[config.mk]
export PLATFORM = sky130hd
export DESIGN_NAME = i2c_rx_master
export DESIGN_NICKNAME = d
export VERILOG_FILES = /design/src/rtl/i2c_rx_pkg.sv /design/src/rtl/i2c_rx_ctl.sv /design/src/rtl/i2c_rx_shift.sv /design/src/rtl/i2c_rx_buf.sv /design/src/rtl/i2c_rx_master.sv
export SDC_FILE = /design/constraint.sdc
export NUM_CORES = 1
export LEC_CHECK = 0
export ABC_AREA = 1
export ABC_CLOCK_PERIOD_IN_PS = 1400
export BUFFER_PORTS_ARGS = -buffer_cell sky130_fd_sc_hd__buf_4
export CAP_MARGIN = 5
export CORE_MARGIN = 4
export CORE_UTILIZATION = 41
export CTS_BUF_LIST = sky130_fd_sc_hd__clkbuf_2 sky130_fd_sc_hd__clkbuf_4 sky130_fd_sc_hd__clkbuf_8
export CTS_CLUSTER_DIAMETER = 200
export DETAILED_ROUTE_END_ITERATION = 8
export GPL_ROUTABILITY_DRIVEN = 0
export PLACE_DENSITY = 0.65
export RECOVER_POWER = 50
export SYNTH_ARGS = -nofsm -noshare
export SYNTH_HDL_FRONTEND = slang
export SYNTH_SLANG_ARGS = --single-unit
[constraint.sdc]
create_clock -name clk -period 1.4 [get_ports clk]
set_input_delay 0.07 -clock clk [delete_from_list [all_inputs] [get_ports clk]]
set_output_delay 0.07 -clock clk [all_outputs]
set_load 0.005 [all_outputs]
[src/rtl/i2c_rx_pkg.sv]
package i2c_rx_pkg;

    localparam int SEQ_W    = 5;
    localparam int RCEN_BIT = 3;
    localparam int FLG_OVF  = 0;
    localparam int FLG_WCOL = 1;
    localparam int FLG_W    = 2;

    typedef enum logic [1:0] {
        PH_IDLE,
        PH_LOW,
        PH_HIGH,
        PH_TAIL
    } phase_e;

    typedef struct packed {
        logic wcol;
        logic ovf;
        logic full;
    } flags_t;

    // A start is legal only from an all-zero control word and a write
    // that carries no other sequence bit.
    function automatic logic start_legal(input logic [SEQ_W-1:0] cur,
                                         input logic [SEQ_W-1:0] wr);
        logic [SEQ_W-1:0] others;
        others = wr;
        others[RCEN_BIT] = 1'b0;
        return (cur == '0) && (others == '0);
    endfunction

endpackage

[src/rtl/i2c_rx_ctl.sv]
module i2c_rx_ctl
    import i2c_rx_pkg::*;
(
    input  logic             clk,
    input  logic             rst,
    input  logic             wr_en,
    input  logic [SEQ_W-1:0] wr_data,
    input  logic             busy,
    input  logic             done,
    output logic             start,
    output logic [SEQ_W-1:0] seq_q
);

    logic wr_open;

    always_comb begin
        wr_open = wr_en && !busy;
        start   = wr_open && wr_data[RCEN_BIT] && start_legal(seq_q, wr_data);
    end

    always_ff @(posedge clk) begin
        if (rst) begin
            seq_q <= '0;
        end else begin
            if (done) begin
                seq_q[RCEN_BIT] <= 1'b0;
            end
            if (wr_open) begin
                seq_q           <= wr_data;
                seq_q[RCEN_BIT] <= start;
            end
        end
    end

    a_r3_rcen_drop: assert property (@(posedge clk) disable iff (rst)
        done |=> !seq_q[RCEN_BIT]);

    a_r9_locked: assert property (@(posedge clk) disable iff (rst)
        (wr_en && busy && !done) |=> (seq_q == $past(seq_q)));

    a_r10_refused: assert property (@(posedge clk) disable iff (rst)
        (wr_en && !busy && (seq_q != '0)) |=> !seq_q[RCEN_BIT]);

endmodule

[src/rtl/i2c_rx_shift.sv]
module i2c_rx_shift
    import i2c_rx_pkg::*;
#(
    parameter int HALF_CLKS = 4,
    parameter int DATA_W    = 8
) (
    input  logic              clk,
    input  logic              rst,
    input  logic              start,
    input  logic              sda_in,
    output logic              scl,
    output logic              busy,
    output logic              done,
    output logic [DATA_W-1:0] byte_out
);

    localparam int CNT_W = (HALF_CLKS > 1) ? $clog2(HALF_CLKS) : 1;
    localparam int BIT_W = (DATA_W > 2) ? $clog2(DATA_W) : 1;
    localparam logic [CNT_W-1:0] CNT_LAST = CNT_W'(HALF_CLKS - 1);
    localparam logic [BIT_W-1:0] BIT_LAST = BIT_W'(DATA_W - 1);

    phase_e            ph;
    logic [CNT_W-1:0]  cnt;
    logic [BIT_W-1:0]  bidx;
    logic [DATA_W-2:0] sh;
    logic              ph_end;

    always_comb begin
        ph_end   = (cnt == CNT_LAST);
        busy     = (ph != PH_IDLE);
        byte_out = {sh, sda_in};
        done     = (ph == PH_HIGH) && ph_end && (bidx == BIT_LAST);
    end

    always_ff @(posedge clk) begin
        if (rst) begin
            ph   <= PH_IDLE;
            cnt  <= '0;
            bidx <= '0;
            sh   <= '0;
            scl  <= 1'b1;
        end else begin
            unique case (ph)
                PH_IDLE: begin
                    if (start) begin
                        ph   <= PH_LOW;
                        scl  <= 1'b0;
                        cnt  <= '0;
                        bidx <= '0;
                    end
                end
                PH_LOW: begin
                    if (ph_end) begin
                        ph  <= PH_HIGH;
                        scl <= 1'b1;
                        cnt <= '0;
                    end else begin
                        cnt <= cnt + CNT_W'(1);
                    end
                end
                PH_HIGH: begin
                    if (ph_end) begin
                        sh  <= byte_out[DATA_W-2:0];
                        scl <= 1'b0;
                        cnt <= '0;
                        if (bidx == BIT_LAST) begin
                            ph <= PH_TAIL;
                        end else begin
                            bidx <= bidx + BIT_W'(1);
                            ph   <= PH_LOW;
                        end
                    end else begin
                        cnt <= cnt + CNT_W'(1);
                    end
                end
                default: begin
                    if (ph_end) begin
                        ph  <= PH_IDLE;
                        scl <= 1'b1;
                        cnt <= '0;
                    end else begin
                        cnt <= cnt + CNT_W'(1);
                    end
                end
            endcase
        end
    end

    a_r2_idle_high: assert property (@(posedge clk) disable iff (rst)
        !busy |-> scl);

    a_r2_fall_on_done: assert property (@(posedge clk) disable iff (rst)
        done |=> (!scl && busy));

endmodule

[src/rtl/i2c_rx_buf.sv]
module i2c_rx_buf
    import i2c_rx_pkg::*;
#(
    parameter int DATA_W = 8
) (
    input  logic              clk,
    input  logic              rst,
    input  logic              done,
    input  logic [DATA_W-1:0] byte_in,
    input  logic              busy,
    input  logic              rd_en,
    input  logic              tx_we,
    input  logic [DATA_W-1:0] tx_wdata,
    input  logic              flag_we,
    input  logic [FLG_W-1:0]  flag_wdata,
    output logic [DATA_W-1:0] rx_q,
    output logic [DATA_W-1:0] tx_q,
    output flags_t            fl,
    output logic              irq
);

    always_ff @(posedge clk) begin
        if (rst) begin
            rx_q <= '0;
            tx_q <= '0;
            fl   <= '0;
            irq  <= 1'b0;
        end else begin
            irq <= done;

            if (flag_we && !flag_wdata[FLG_OVF]) begin
                fl.ovf <= 1'b0;
            end
            if (flag_we && !flag_wdata[FLG_WCOL]) begin
                fl.wcol <= 1'b0;
            end

            if (done) begin
                if (fl.full && !rd_en) begin
                    fl.ovf <= 1'b1;
                end else begin
                    rx_q    <= byte_in;
                    fl.full <= 1'b1;
                end
            end else if (rd_en) begin
                fl.full <= 1'b0;
            end

            if (tx_we) begin
                if (busy) begin
                    fl.wcol <= 1'b1;
                end else begin
                    tx_q <= tx_wdata;
                end
            end
        end
    end

    a_r4_irq_single: assert property (@(posedge clk) disable iff (rst)
        irq |=> !irq);

    a_r4_full_on_done: assert property (@(posedge clk) disable iff (rst)
        done |=> (fl.full && irq));

    a_r5_read_clears: assert property (@(posedge clk) disable iff (rst)
        (rd_en && !done) |=> !fl.full);

    a_r6_keep_old: assert property (@(posedge clk) disable iff (rst)
        (done && fl.full && !rd_en) |=> (fl.ovf && $stable(rx_q)));

    a_r8_collision: assert property (@(posedge clk) disable iff (rst)
        (tx_we && busy) |=> (fl.wcol && $stable(tx_q)));

    a_r11_ovf_sticky: assert property (@(posedge clk) disable iff (rst)
        (fl.ovf && !(flag_we && !flag_wdata[FLG_OVF])) |=> fl.ovf);

endmodule

[src/rtl/i2c_rx_master.sv]
module i2c_rx_master
    import i2c_rx_pkg::*;
#(
    parameter int HALF_CLKS = 4,
    parameter int DATA_W    = 8
) (
    input  logic              clk,
    input  logic              rst,
    input  logic              ctl_we,
    input  logic [SEQ_W-1:0]  ctl_wdata,
    output logic [SEQ_W-1:0]  ctl_q,
    input  logic              flag_we,
    input  logic [FLG_W-1:0]  flag_wdata,
    input  logic              tx_we,
    input  logic [DATA_W-1:0] tx_wdata,
    output logic [DATA_W-1:0] tx_data,
    input  logic              rx_re,
    output logic [DATA_W-1:0] rx_data,
    output logic              rx_full,
    output logic              rx_ovf,
    output logic              tx_wcol,
    output logic              irq,
    output logic              scl,
    input  logic              sda_in
);

    logic              start;
    logic              busy;
    logic              done;
    logic [DATA_W-1:0] byte_w;
    flags_t            fl;

    i2c_rx_ctl u_ctl (
        .clk     (clk),
        .rst     (rst),
        .wr_en   (ctl_we),
        .wr_data (ctl_wdata),
        .busy    (busy),
        .done    (done),
        .start   (start),
        .seq_q   (ctl_q)
    );

    i2c_rx_shift #(
        .HALF_CLKS (HALF_CLKS),
        .DATA_W    (DATA_W)
    ) u_shift (
        .clk      (clk),
        .rst      (rst),
        .start    (start),
        .sda_in   (sda_in),
        .scl      (scl),
        .busy     (busy),
        .done     (done),
        .byte_out (byte_w)
    );

    i2c_rx_buf #(
        .DATA_W (DATA_W)
    ) u_buf (
        .clk        (clk),
        .rst        (rst),
        .done       (done),
        .byte_in    (byte_w),
        .busy       (busy),
        .rd_en      (rx_re),
        .tx_we      (tx_we),
        .tx_wdata   (tx_wdata),
        .flag_we    (flag_we),
        .flag_wdata (flag_wdata),
        .rx_q       (rx_data),
        .tx_q       (tx_data),
        .fl         (fl),
        .irq        (irq)
    );

    assign rx_full = fl.full;
    assign rx_ovf  = fl.ovf;
    assign tx_wcol = fl.wcol;

endmodule

### Word-level counts from Yosys, hierarchy flattened

Cells that the tools add are included.

* RAM bits: 0
* bits in read-only memories: 0
* input port bits: 22
* bits in registers: 40
* memories kept: 0
* output and inout port bits: 26
* latch bits: 0

* equality and inequality tests: 9
* $lt $le $gt $ge: 0
* add/subtract/negate cells: 2
* multiplexer cells: 28
* div/mod/pow operators: 0
* shifts and indexed selects: 0
* reduce and logical (&&, ||, !) cells: 28
* bitwise operators: 2
* multiply operators: 0

Operators by type and width (number)
* $mux W2: 8
* $mux W1: 13
* $reduce_bool A2 Y1: 5
* $logic_and A1 B1 Y1: 9
* $mux W3: 3
* $reduce_and A2 Y1: 4
* $reduce_and A4 Y1: 2
* $ne A2 B2 Y1 const B: 3
* $pmux W2 S3: 1
* $pmux W3 S2: 1
* $logic_not A5 Y1: 1
* $eq A2 B2 Y1 const B: 2
* $logic_not A1 Y1: 4
* $logic_not A4 Y1: 1
* $mux W4: 1
* $ne A2 B1 Y1 const B: 2
* $add A3 B1 Y3 const B: 1
* $eq A3 B3 Y1 const B: 1
* $reduce_and A3 Y1: 1
* $add A2 B1 Y2 const B: 1
* $eq A2 B1 Y1 const B: 1
* $logic_not A2 Y1: 1
* $not A1 Y1: 2
* $pmux W1 S2: 1

### Logic depth before layout (Yosys ltp)

Gate-level depths: netlist of run 1.

* depth after elaboration: 7
* gate-level depth with buffers: 9
* gate-level depth less buffers: 9

### Hierarchy

A second synthesis of run 1 with hierarchy kept.

* cell total of the unflattened synthesis: 247
* area, all modules: 1815.5 sq um

By module, submodules not included
* i2c_rx_buf: area an instance 799.5 sq um, cells each 105, times used 1
* i2c_rx_shift: area an instance 733.2 sq um, cells each 101, times used 1
* i2c_rx_ctl: area an instance 282.8 sq um, cells each 41, times used 1

### Worst setup path after synthesis of run 1

OpenSTA, ideal clock, no wires.

* path kind: register to register
* from: register u_shift.cnt[0]
* to: register u_shift.bidx[0]
* period minus slack after synthesis: 1311 ps
* stages on the path, launching flop included: 8
* arrival: 1196 ps
* setup time: 115 ps
* setup slack: 89 ps
* buffers on the path: 1
* path through: dfxtp_1 -> ha_1 -> inv_1 -> nand2_1 -> and3_4 -> buf_6 -> a21oi_1 -> nor2_1

* cells in the longest elaborated chain, start to end: 3

RTL lines
* start, declared: RTL line i2c_rx_shift.sv:23 `logic [CNT_W-1:0] cnt;`
* start signal, assigned: RTL line i2c_rx_shift.sv:58 `cnt <= cnt + CNT_W'(1);`
* start signal, assigned: RTL line i2c_rx_shift.sv:73 `cnt <= cnt + CNT_W'(1);`
* start signal, assigned: RTL line i2c_rx_shift.sv:82 `cnt <= cnt + CNT_W'(1);`
* $eq A2 B2 Y1: RTL line i2c_rx_shift.sv:29 `ph_end = (cnt == CNT_LAST);`
* $ne A2 B1 Y1 (no source line)
* $reduce_and A4 Y1 (no source line)
* end signal, assigned: RTL line i2c_rx_shift.sv:69 `bidx <= bidx + BIT_W'(1);`
* end, declared: RTL line i2c_rx_shift.sv:24 `logic [BIT_W-1:0] bidx;`

No other way between the ends.
A chain may end at the register's enable or synchronous reset.

### Worst setup path after layout of run 1

* from: register u_shift.bidx[0]
* to: register u_buf.rx_q[5]

* cells in the longest elaborated chain, start to end: 3

RTL lines
* $eq A3 B3 Y1: RTL line i2c_rx_shift.sv:32 `done = (ph == PH_HIGH) && ph_end && (bidx == BIT_LAST);`
* $logic_and A1 B1 Y1: RTL line i2c_rx_shift.sv:32
* $reduce_and A2 Y1 (no source line)
* end signal, assigned: RTL line i2c_rx_buf.sv:42 `rx_q <= byte_in;`
* end, declared: RTL line i2c_rx_buf.sv:16 `output logic [DATA_W-1:0] rx_q,`

No other way between the ends.

==> key figures, run 1 <==
Setup path
  • Critical path's top delay family: flip-flops
  • Critical-path maximum fanout: 7
  • Crit path capture type: flop
  • Bufs and invs on worst path: 1
  • Worst r2r src: u_shift.bidx[0]
  • Path type of the worst setup path: flop to flop
  • Slowest CP cell: sky130_fd_sc_hd__dfxtp_2
  • Data arrival, critical path: 1580 ps
  • CP Launch Type: flop
  • Worst-path cell chain: ha_1, ha_2, nand3_4, nor2_8, buf_4, o21ai_2, a21oi_2
  • Capture instance of the worst register-to-register path: u_buf.rx_q[5]
  • Stage delay of the slowest cell on the critical path: roughly 340 ps
  • Flop2flop setup slack: roughly 50 ps
  • Number of cells on the worst reg-to-reg path: 7
  • CP startpoint: u_shift.bidx[0]
  • Required @ worst endpoint: 1630 ps

STA
  • Worst Hold Margin: between 20 and 30 ps
  • Worst clock skew: 7.95 ps
  • Hold violation count in the final report: 0
  • Maximum operating frequency: approximately 740 MHz
  • Period minus WS final: 1350 ps
  • Max Transition Viols Final: 0
  • Final setup violation count: 0
  • Worst-Margin Slew: 260 ps
  • Max transition margin: 82.6%
  • Final period util: 96.4%

Finish
  • Final layout net count: about 290
  • Most common cell after layout, fill and taps aside: sky130_fd_sc_hd__nor2_1
  • Antenna diode count: 0
  • Most frequent cells in the layout: 37 x sky130_fd_sc_hd__nor2_1, 36 x sky130_fd_sc_hd__dfxtp_1, 32 x sky130_fd_sc_hd__buf_4, 28 x sky130_fd_sc_hd__o21ai_0, 26 x sky130_fd_sc_hd__clkbuf_4
  • Share of the core filled with cells in the final layout: ~59%
  • Proportion of layout cells with a drive suffix above 1: 34.2%
  • Area growth from synthesis to layout: 35.7%

Global routing
  • Number of global-route vias before repair: 1289
  • All-layer global routing usage: 14.3%
  • Total gr overflow: 0
  • Initial antenna violation count: 0
  • Maximum number of pins on one net before global-route repair: 20
  • First-pass GRT wire length: 5750 um

Die
  • Die W: 71.0 um
  • Core area: around 3700 um2
  • Number of placed I/O pins: 48
  • Initial Util: 43.5%
  • Std-Cell Rows: 22
  • Die boundary height: 71.0 um
  • Die area: between 5000 and 6000 um2

Yosys
  • Number of warning messages in the yosys log: 0
  • Number of standard cells after synthesis: 202
  • Fraction of synthesized cell area taken by the top area cell type: 49.2%
  • Net count after synthesis: 227
  • Proportion of synthesized chip area in sequential cells: 49.2%
  • Average size of a mapped cell: 8.06 um2
  • Top cell type by total area after synthesis: sky130_fd_sc_hd__dfxtp_1
  • Distinct cell type count after synthesis: 25
  • Leading cell types by total area after synthesis: sky130_fd_sc_hd__dfxtp_1 49%, sky130_fd_sc_hd__nor2_1 8.8%, sky130_fd_sc_hd__o21ai_0 8.6%, sky130_fd_sc_hd__a21oi_1 6.5%, sky130_fd_sc_hd__nand2_1 5.1%
  • Post-synth design cell area: between 1500 and 2000 um2
  • Post-synthesis register bit count: 40

Drt
  • DRC violation total after the first TritonRoute iteration: between 70 and 80
  • Via count: 1459
  • Router iterations before antenna repair: 4
  • Total detailed-routing wirelength: 3510 um
  • Detail Route Antenna Nets: 0
  • Routed via count divided by cell count: 4.69
  • Post-detailed-route wirelength per cell: about 11 um
  • Number of remaining DRC errors: 0

Placed design
  • Hpwl dp: ~2500 um
  • Port bufs: 47

Clocking
  • Number of H-tree levels: 2
  • CTS tree: built
  • Clock sink total: 40
  • Max Root-Sink Buffers: 2
  • Number of buffers inserted during clock tree synthesis: 5
  • Clock network latency to the later pin of the worst-skew pair: 290 ps
  • Master cell of the clock root buffer: sky130_fd_sc_hd__clkbuf_8
  • Clock transition time at the flip-flop clock pins of the worst setup and hold paths: about 80 ps

Status
  • Status: finished, final reports clean

Hold path
  • Tightest Hold Check Type: input pin to flop
  • End point of the worst hold path: u_buf.tx_q[5]
  • Worst Hold Depth: 3
  • HP Start: tx_wdata[5]

Pwr
  • Worst vdd rail ir drop: a little over 800 uV
  • Power consumption: 2.91 mW
  • Pwr per Cell Area: roughly 1300 nW/um2
  • Standby leakage power: 0.962 nW

Flow run
  • Count of maximum capacitance violations: 0
[layout make-up]
cell class / instances / area (um2)
multi-input combinational: 137 / 729
inverter: 19 / 71.3
clock buffer: 6 / 82.6
tap: 48 / 60.1
sequential: 40 / 806
clock inverter: 2 / 15.0
fill: 368 / 1530
timing repair buffer: 59 / 445
[what timing repair did]
item | in CTS | in global routing
hold buffers | 1 | 0
buffers inserted | 0 | 3
endpoints found under the setup margin | 0 | 19
hold endpoints to repair | 1 | 0
resized for setup | 0 | 9
[registers in the layout, summed over array words and instances (netlist names)]
register,flops
u_buf.rx_q,8
u_buf.irq,1
u_ctl.seq_q,5
u_buf.fl,3
u_shift.ph,2
u_shift.cnt,2
u_shift.scl,1
u_buf.tx_q,8
u_shift.bidx,3
u_shift.sh,7
[synth_stat cells]
cell type / instances
sky130_fd_sc_hd__nand2_4: 1
sky130_fd_sc_hd__nor2_1: 38
sky130_fd_sc_hd__nor2_2: 1
sky130_fd_sc_hd__o21ai_1: 2
sky130_fd_sc_hd__buf_12: 1
sky130_fd_sc_hd__nand2_2: 2
sky130_fd_sc_hd__clkbuf_1: 3
sky130_fd_sc_hd__buf_2: 1
sky130_fd_sc_hd__o21ai_0: 28
sky130_fd_sc_hd__nand3_1: 8
sky130_fd_sc_hd__buf_4: 1
sky130_fd_sc_hd__and3_4: 1
sky130_fd_sc_hd__nand2_1: 22
sky130_fd_sc_hd__nor2_8: 1
sky130_fd_sc_hd__ha_1: 3
sky130_fd_sc_hd__a21oi_2: 2
sky130_fd_sc_hd__inv_2: 1
sky130_fd_sc_hd__nor2_4: 2
sky130_fd_sc_hd__o21ai_2: 2
sky130_fd_sc_hd__dfxtp_1: 40
sky130_fd_sc_hd__a21oi_1: 21
sky130_fd_sc_hd__nand3_4: 1
sky130_fd_sc_hd__or2_2: 1
sky130_fd_sc_hd__buf_6: 1
sky130_fd_sc_hd__inv_1: 18
[worst min-delay path, cell delays in order]
cell                      delay, ps
sky130_fd_sc_hd__buf_4           80
sky130_fd_sc_hd__o21ai_0         70
sky130_fd_sc_hd__nor2_1          70
[kinds of logic after synthesis]
kind of cell | after synthesis | share of synthesized area (%)
AOI/OAI and AO/OA | 55 | 17.8
adders and majority gates | 3 | 2.31
buffers and inverters | 26 | 7.76
DFF | 40 | 49.2
and+or+nand+nor | 78 | 22.9
[per-layer routing]
layer,track usage (%),wire length [um],vias to the layer above
met5,0,0,-
met4,6.26,62,0
met3,4.55,250,8
met2,22.5,1610,36
met1,18.1,1590,638
li1,-,-,777
[stage by stage]
stage / cell area (um2) / TNS, ps / setup WS [ps] / cells
floorplan: 1630 / 0 / 88.8 / 202
global placement: 2050 / 0 / 53.8 / 298
detailed placement: 2050 / 0 / 37.4 / 298
CTS: 2150 / 0 / 28.1 / 307
global route: 2210 / -40.3 / -24.9 / 311
finish: 2210 / 0 / 50.3 / 311
[report_power, final]
group	leakage, nW	internal, mW	switching [mW]
clock network	0.0434	0.399	0.403
logic	0.591	0.334	0.377
registers	0.328	1.29	0.112
total	0.962	2.02	0.892
[worst max-delay path by stage]
| stage | cells after the start | slack (ps) | endpoint |
|---|---|---|---|
| after CTS | 7 | 30 | u_buf.rx_q[7] |
| after floorplan | 7 | 90 | u_shift.bidx[0] |
| after detailed placement | 7 | 40 | u_buf.rx_q[0] |
| after global placement | 7 | 50 | u_buf.rx_q[0] |
| final | 7 | 50 | u_buf.rx_q[5] |
| after global routing | 7 | -20 | u_buf.rx_q[5] |
No activity file was read; power rests on OpenSTA's default activity.
==> inputs of run 2 (changes only) <==
--- a/config.mk
+++ b/config.mk
@@ -10,12 +10,12 @@
 export BUFFER_PORTS_ARGS = -buffer_cell sky130_fd_sc_hd__buf_4
 export CAP_MARGIN = 5
 export CORE_MARGIN = 4
-export CORE_UTILIZATION = 41
+export CORE_UTILIZATION = 30
 export CTS_BUF_LIST = sky130_fd_sc_hd__clkbuf_2 sky130_fd_sc_hd__clkbuf_4 sky130_fd_sc_hd__clkbuf_8
 export CTS_CLUSTER_DIAMETER = 200
 export DETAILED_ROUTE_END_ITERATION = 8
-export GPL_ROUTABILITY_DRIVEN = 0
-export PLACE_DENSITY = 0.65
+export GPL_ROUTABILITY_DRIVEN = 1
+export PLACE_DENSITY = 0.5
 export RECOVER_POWER = 50
 export SYNTH_ARGS = -nofsm -noshare
 export SYNTH_HDL_FRONTEND = slang
==> run 2 against run 1 <==
Sequential share of layout area is 1.0 points lower; register-to-register slack gained 30 ps; setup slack better by 35 ps; cell count grew 8.4%; non-clock buffer count grew 5; combinational power is 8.6% higher; sequential power is essentially flat; clock power shrank 6.1%; die area increased by 32%; total power is 0.53% higher; clock-buffer cell count stayed put.
==> key figures, run 2 (synthesis gave the netlist of run 1 again) <==
Clocking
  • CTS tree: built (unchanged)
  • Clock network latency to the later pin of the worst-skew pair: 290 ps (about the same)
  • Number of hold buffers added after CTS: 0 (was 1)
  • Clock transition time at the flip-flop clock pins of the worst setup and hold paths: 80 ps (about the same)
  • Number of buffers inserted during clock tree synthesis: 5 (unchanged)
  • Max Root-Sink Buffers: 2 (unchanged)
  • Master cell of the clock root buffer: sky130_fd_sc_hd__clkbuf_8 (unchanged)
  • Clock sink total: 40 (unchanged)
  • Number of H-tree levels: 2 (unchanged)

Setup path
  • Worst r2r src: u_ctl.seq_q[3] (was u_shift.bidx[0])
  • Critical-path maximum fanout: 5 (was 7)
  • Flop2flop setup slack: 80 ps (was 50 ps)
  • Data arrival, critical path: 1500 ps (was 1580 ps)
  • Capture instance of the worst register-to-register path: u_shift.cnt[0] (was u_buf.rx_q[5])
  • Crit path capture type: flop (unchanged)
  • CP Launch Type: flop (unchanged)
  • Required @ worst endpoint: 1590 ps (was 1630 ps)
  • Number of cells on the worst reg-to-reg path: 6 (was 7)
  • Path type of the worst setup path: flop to flop (unchanged)

Pwr
  • Reported net switching power: 921 uW (was 892 uW)
  • Worst vdd rail ir drop: 449 uV (was 827 uV)
  • Reg power frac: 48.0% (was 48.1%)
  • Clock network fraction of design power: 25.7% (was 27.5%)
  • Combinational share of power: 26.4% (was 24.4%)
  • Internal power consumption: 2.01 mW (was 2.02 mW)
  • Standby leakage power: 0.985 nW (was 0.962 nW)
  • Pwr per Cell Area: 1290 nW/um2 (was 1320 nW/um2)
  • Net switching share of the total power: 31.5% (was 30.6%)

Hold path
  • Tightest Hold Check Type: input pin to flop (unchanged)
  • End point of the worst hold path: u_buf.rx_q[0] (was u_buf.tx_q[5])
  • Worst Hold Depth: 3 (unchanged)
  • HP Start: sda_in (was tx_wdata[5])

Die
  • Die area: 6670 um2 (was 5040 um2)
  • Die W: 81.7 um (was 71.0 um)
  • Std-Cell Rows: 26 (was 22)
  • Initial Util: 31.5% (was 43.5%)
  • Core area: 5170 um2 (was 3740 um2)
  • Number of placed I/O pins: 48 (unchanged)
  • Die boundary height: 81.7 um (was 71.0 um)

Global routing
  • Number of global-route vias before repair: 1377 (was 1289)
  • Maximum number of pins on one net before global-route repair: 28 (was 20)
  • Total gr overflow: 0 (unchanged)
  • All-layer global routing usage: 12.4% (was 14.3%)
  • Initial antenna violation count: 0 (unchanged)
  • First-pass GRT wire length: 6330 um (was 5750 um)

STA
  • Worst clock skew: 6.68 ps (was 7.95 ps)
  • Final setup violation count: 0 (unchanged)
  • Hold violation count in the final report: 0 (unchanged)
  • Period minus WS final: 1320 ps (was 1350 ps)
  • Worst-Margin Slew: 331 ps (was 260 ps)
  • Final period util: 93.9% (was 96.4%)
  • Max transition margin: 77.9% (was 82.6%)
  • Max Transition Viols Final: 0 (unchanged)
  • Maximum operating frequency: 760 MHz (was 741 MHz)

Flow run
  • Count of maximum capacitance violations: 0 (unchanged)

Finish
  • Area occupied by multi-input gates: 734 um2 (was 729 um2)
  • Proportion of layout cells with a drive suffix above 1: 33.7% (was 34.2%)
  • Final cell area excluding filler cells: 2270 um2 (was 2210 um2)
  • Fill cell count: 561 (was 368)
  • Most common cell after layout, fill and taps aside: sky130_fd_sc_hd__nor2_1 (unchanged)
  • Largest registers: u_buf.rx_q: 8 flops, u_buf.tx_q: 8 flops, u_shift.sh: 7 flops (unchanged)
  • Final layout net count: 292 (was 287)
  • Register area: 805 um2 (was 806 um2)
  • Antenna diode count: 0 (unchanged)
  • Area growth from synthesis to layout: 39.4% (was 35.7%)
  • Share of the core filled with cells in the final layout: 43.9% (was 59.0%)
  • Most frequent cells in the layout: 38 x sky130_fd_sc_hd__nor2_1, 37 x sky130_fd_sc_hd__dfxtp_1, 36 x sky130_fd_sc_hd__buf_4, 28 x sky130_fd_sc_hd__o21ai_0, 23 x sky130_fd_sc_hd__clkbuf_4 (was 37 x sky130_fd_sc_hd__nor2_1, 36 x sky130_fd_sc_hd__dfxtp_1, 32 x sky130_fd_sc_hd__buf_4, 28 x sky130_fd_sc_hd__o21ai_0, 26 x sky130_fd_sc_hd__clkbuf_4)

Drt
  • Post-detailed-route wirelength per cell: 11.2 um (was 11.3 um)
  • Router iterations before antenna repair: 4 (unchanged)
  • Number of remaining DRC errors: 0 (unchanged)
  • DRC violation total after the first TritonRoute iteration: 27 (was 76)
  • Detail Route Antenna Nets: 0 (unchanged)
  • Via count: 1494 (was 1459)
  • Routed via count divided by cell count: 4.43 (was 4.69)
  • Total detailed-routing wirelength: 3770 um (was 3510 um)

Placed design
  • Post-detailed-placement cell area: 2110 um2 (was 2050 um2)
  • Port bufs: 47 (unchanged)
  • Routability congestion estimate from global placement: 0.827
  • Hpwl dp: 2600 um (was 2540 um)

Status
  • Status: finished, final reports clean (unchanged)
==> run 2: changes by cell type in the layout (fill, tap and decap cells not counted), moves of 2 or more <==
cell                         previous run  this run
sky130_fd_sc_hd__buf_12                 0         2
sky130_fd_sc_hd__clkbuf_1               0         4
sky130_fd_sc_hd__buf_4                 32        36
sky130_fd_sc_hd__clkbuf_4              26        23
sky130_fd_sc_hd__clkinvlp_4             2         0
==> run 2: per-layer routing <==
| layer | up-vias | wire [um] | GRT usage (%) | part of all wire (%) |
|---|---|---|---|---|
| met2 | 47 | 1580 | 18.2 | 42 |
| met1 | 657 | 1820 | 16.6 | 48 |
| met5 | - | 0 | 0 | 0 |
| met3 | 6 | 314 | 5.04 | 8.3 |
| li1 | 784 | - | - | - |
| met4 | 0 | 57 | 3.99 | 1.5 |
==> run 2: timing repair <==
item	4_1_cts	5_1_grt
endpoints found under the hold margin	0	0
gates cloned	0	1
setup endpoints to repair	2	27
pin swaps	1	2
gates resized for setup	2	8
buffers inserted	3	3
==> run 2: power by group through the flow <==
| stage | Combinational, mW | Clock [mW] | Sequential (mW) |
|---|---|---|---|
| after detailed placement | 0.758 | 0 | 1.41 |
| after global routing | 0.900 | 0.818 | 1.43 |
| final | 0.772 | 0.752 | 1.40 |
| after floorplan | 0.466 | 0 | 1.40 |
| after global placement | 0.759 | 0 | 1.41 |
| after CTS | 0.760 | 0.775 | 1.38 |
==> run 2: area by class of cell <==
type	instances	area share, %
clock buffers	6	3.36
repair buffers	64	21.6
clock inverters	1	0.221
inverters	19	3.14
flip-flops and latches	40	35.4
multi-input cells	137	32.4
well taps	70	3.86
==> run 2: per-stage QoR <==
step | setup slack [ps] | hold WS, ps | total power, mW | TNS, ps | instances
CTS | 12.2 | 26.0 | 2.92 | 0 | 333
global placement | 33.5 | 319 | 2.17 | 0 | 323
finish | 84.8 | 22.4 | 2.93 | 0 | 337
global route | -1.21 | 40.6 | 3.14 | -1.21 | 337
floorplan | 88.8 | 205 | 1.87 | 0 | 202
detailed placement | 6.04 | 327 | 2.16 | 0 | 323
==> run 2: worst max path at each step <==
stage                                from              end  slack (ps)  cells past startpoint
after floorplan            u_shift.cnt[0]  u_shift.bidx[0]          90                      7
after global placement    u_shift.bidx[0]    u_buf.rx_q[0]          30                      7
after detailed placement  u_shift.bidx[0]    u_buf.rx_q[7]           6                      7
after CTS                 u_shift.bidx[0]    u_buf.rx_q[0]          10                      8
after global routing        u_shift.ph[1]    u_shift.ph[0]          -1                      8
final                      u_ctl.seq_q[3]   u_shift.cnt[0]          80                      6
==> run 2: critical path: stages (launching register included) <==
cell,delay (ps)
sky130_fd_sc_hd__dfxtp_1,340
sky130_fd_sc_hd__or2_2,300
sky130_fd_sc_hd__nor2_1,140
sky130_fd_sc_hd__nand2_2,110
sky130_fd_sc_hd__nand2_2,140
sky130_fd_sc_hd__buf_4,130
sky130_fd_sc_hd__a21oi_1,50
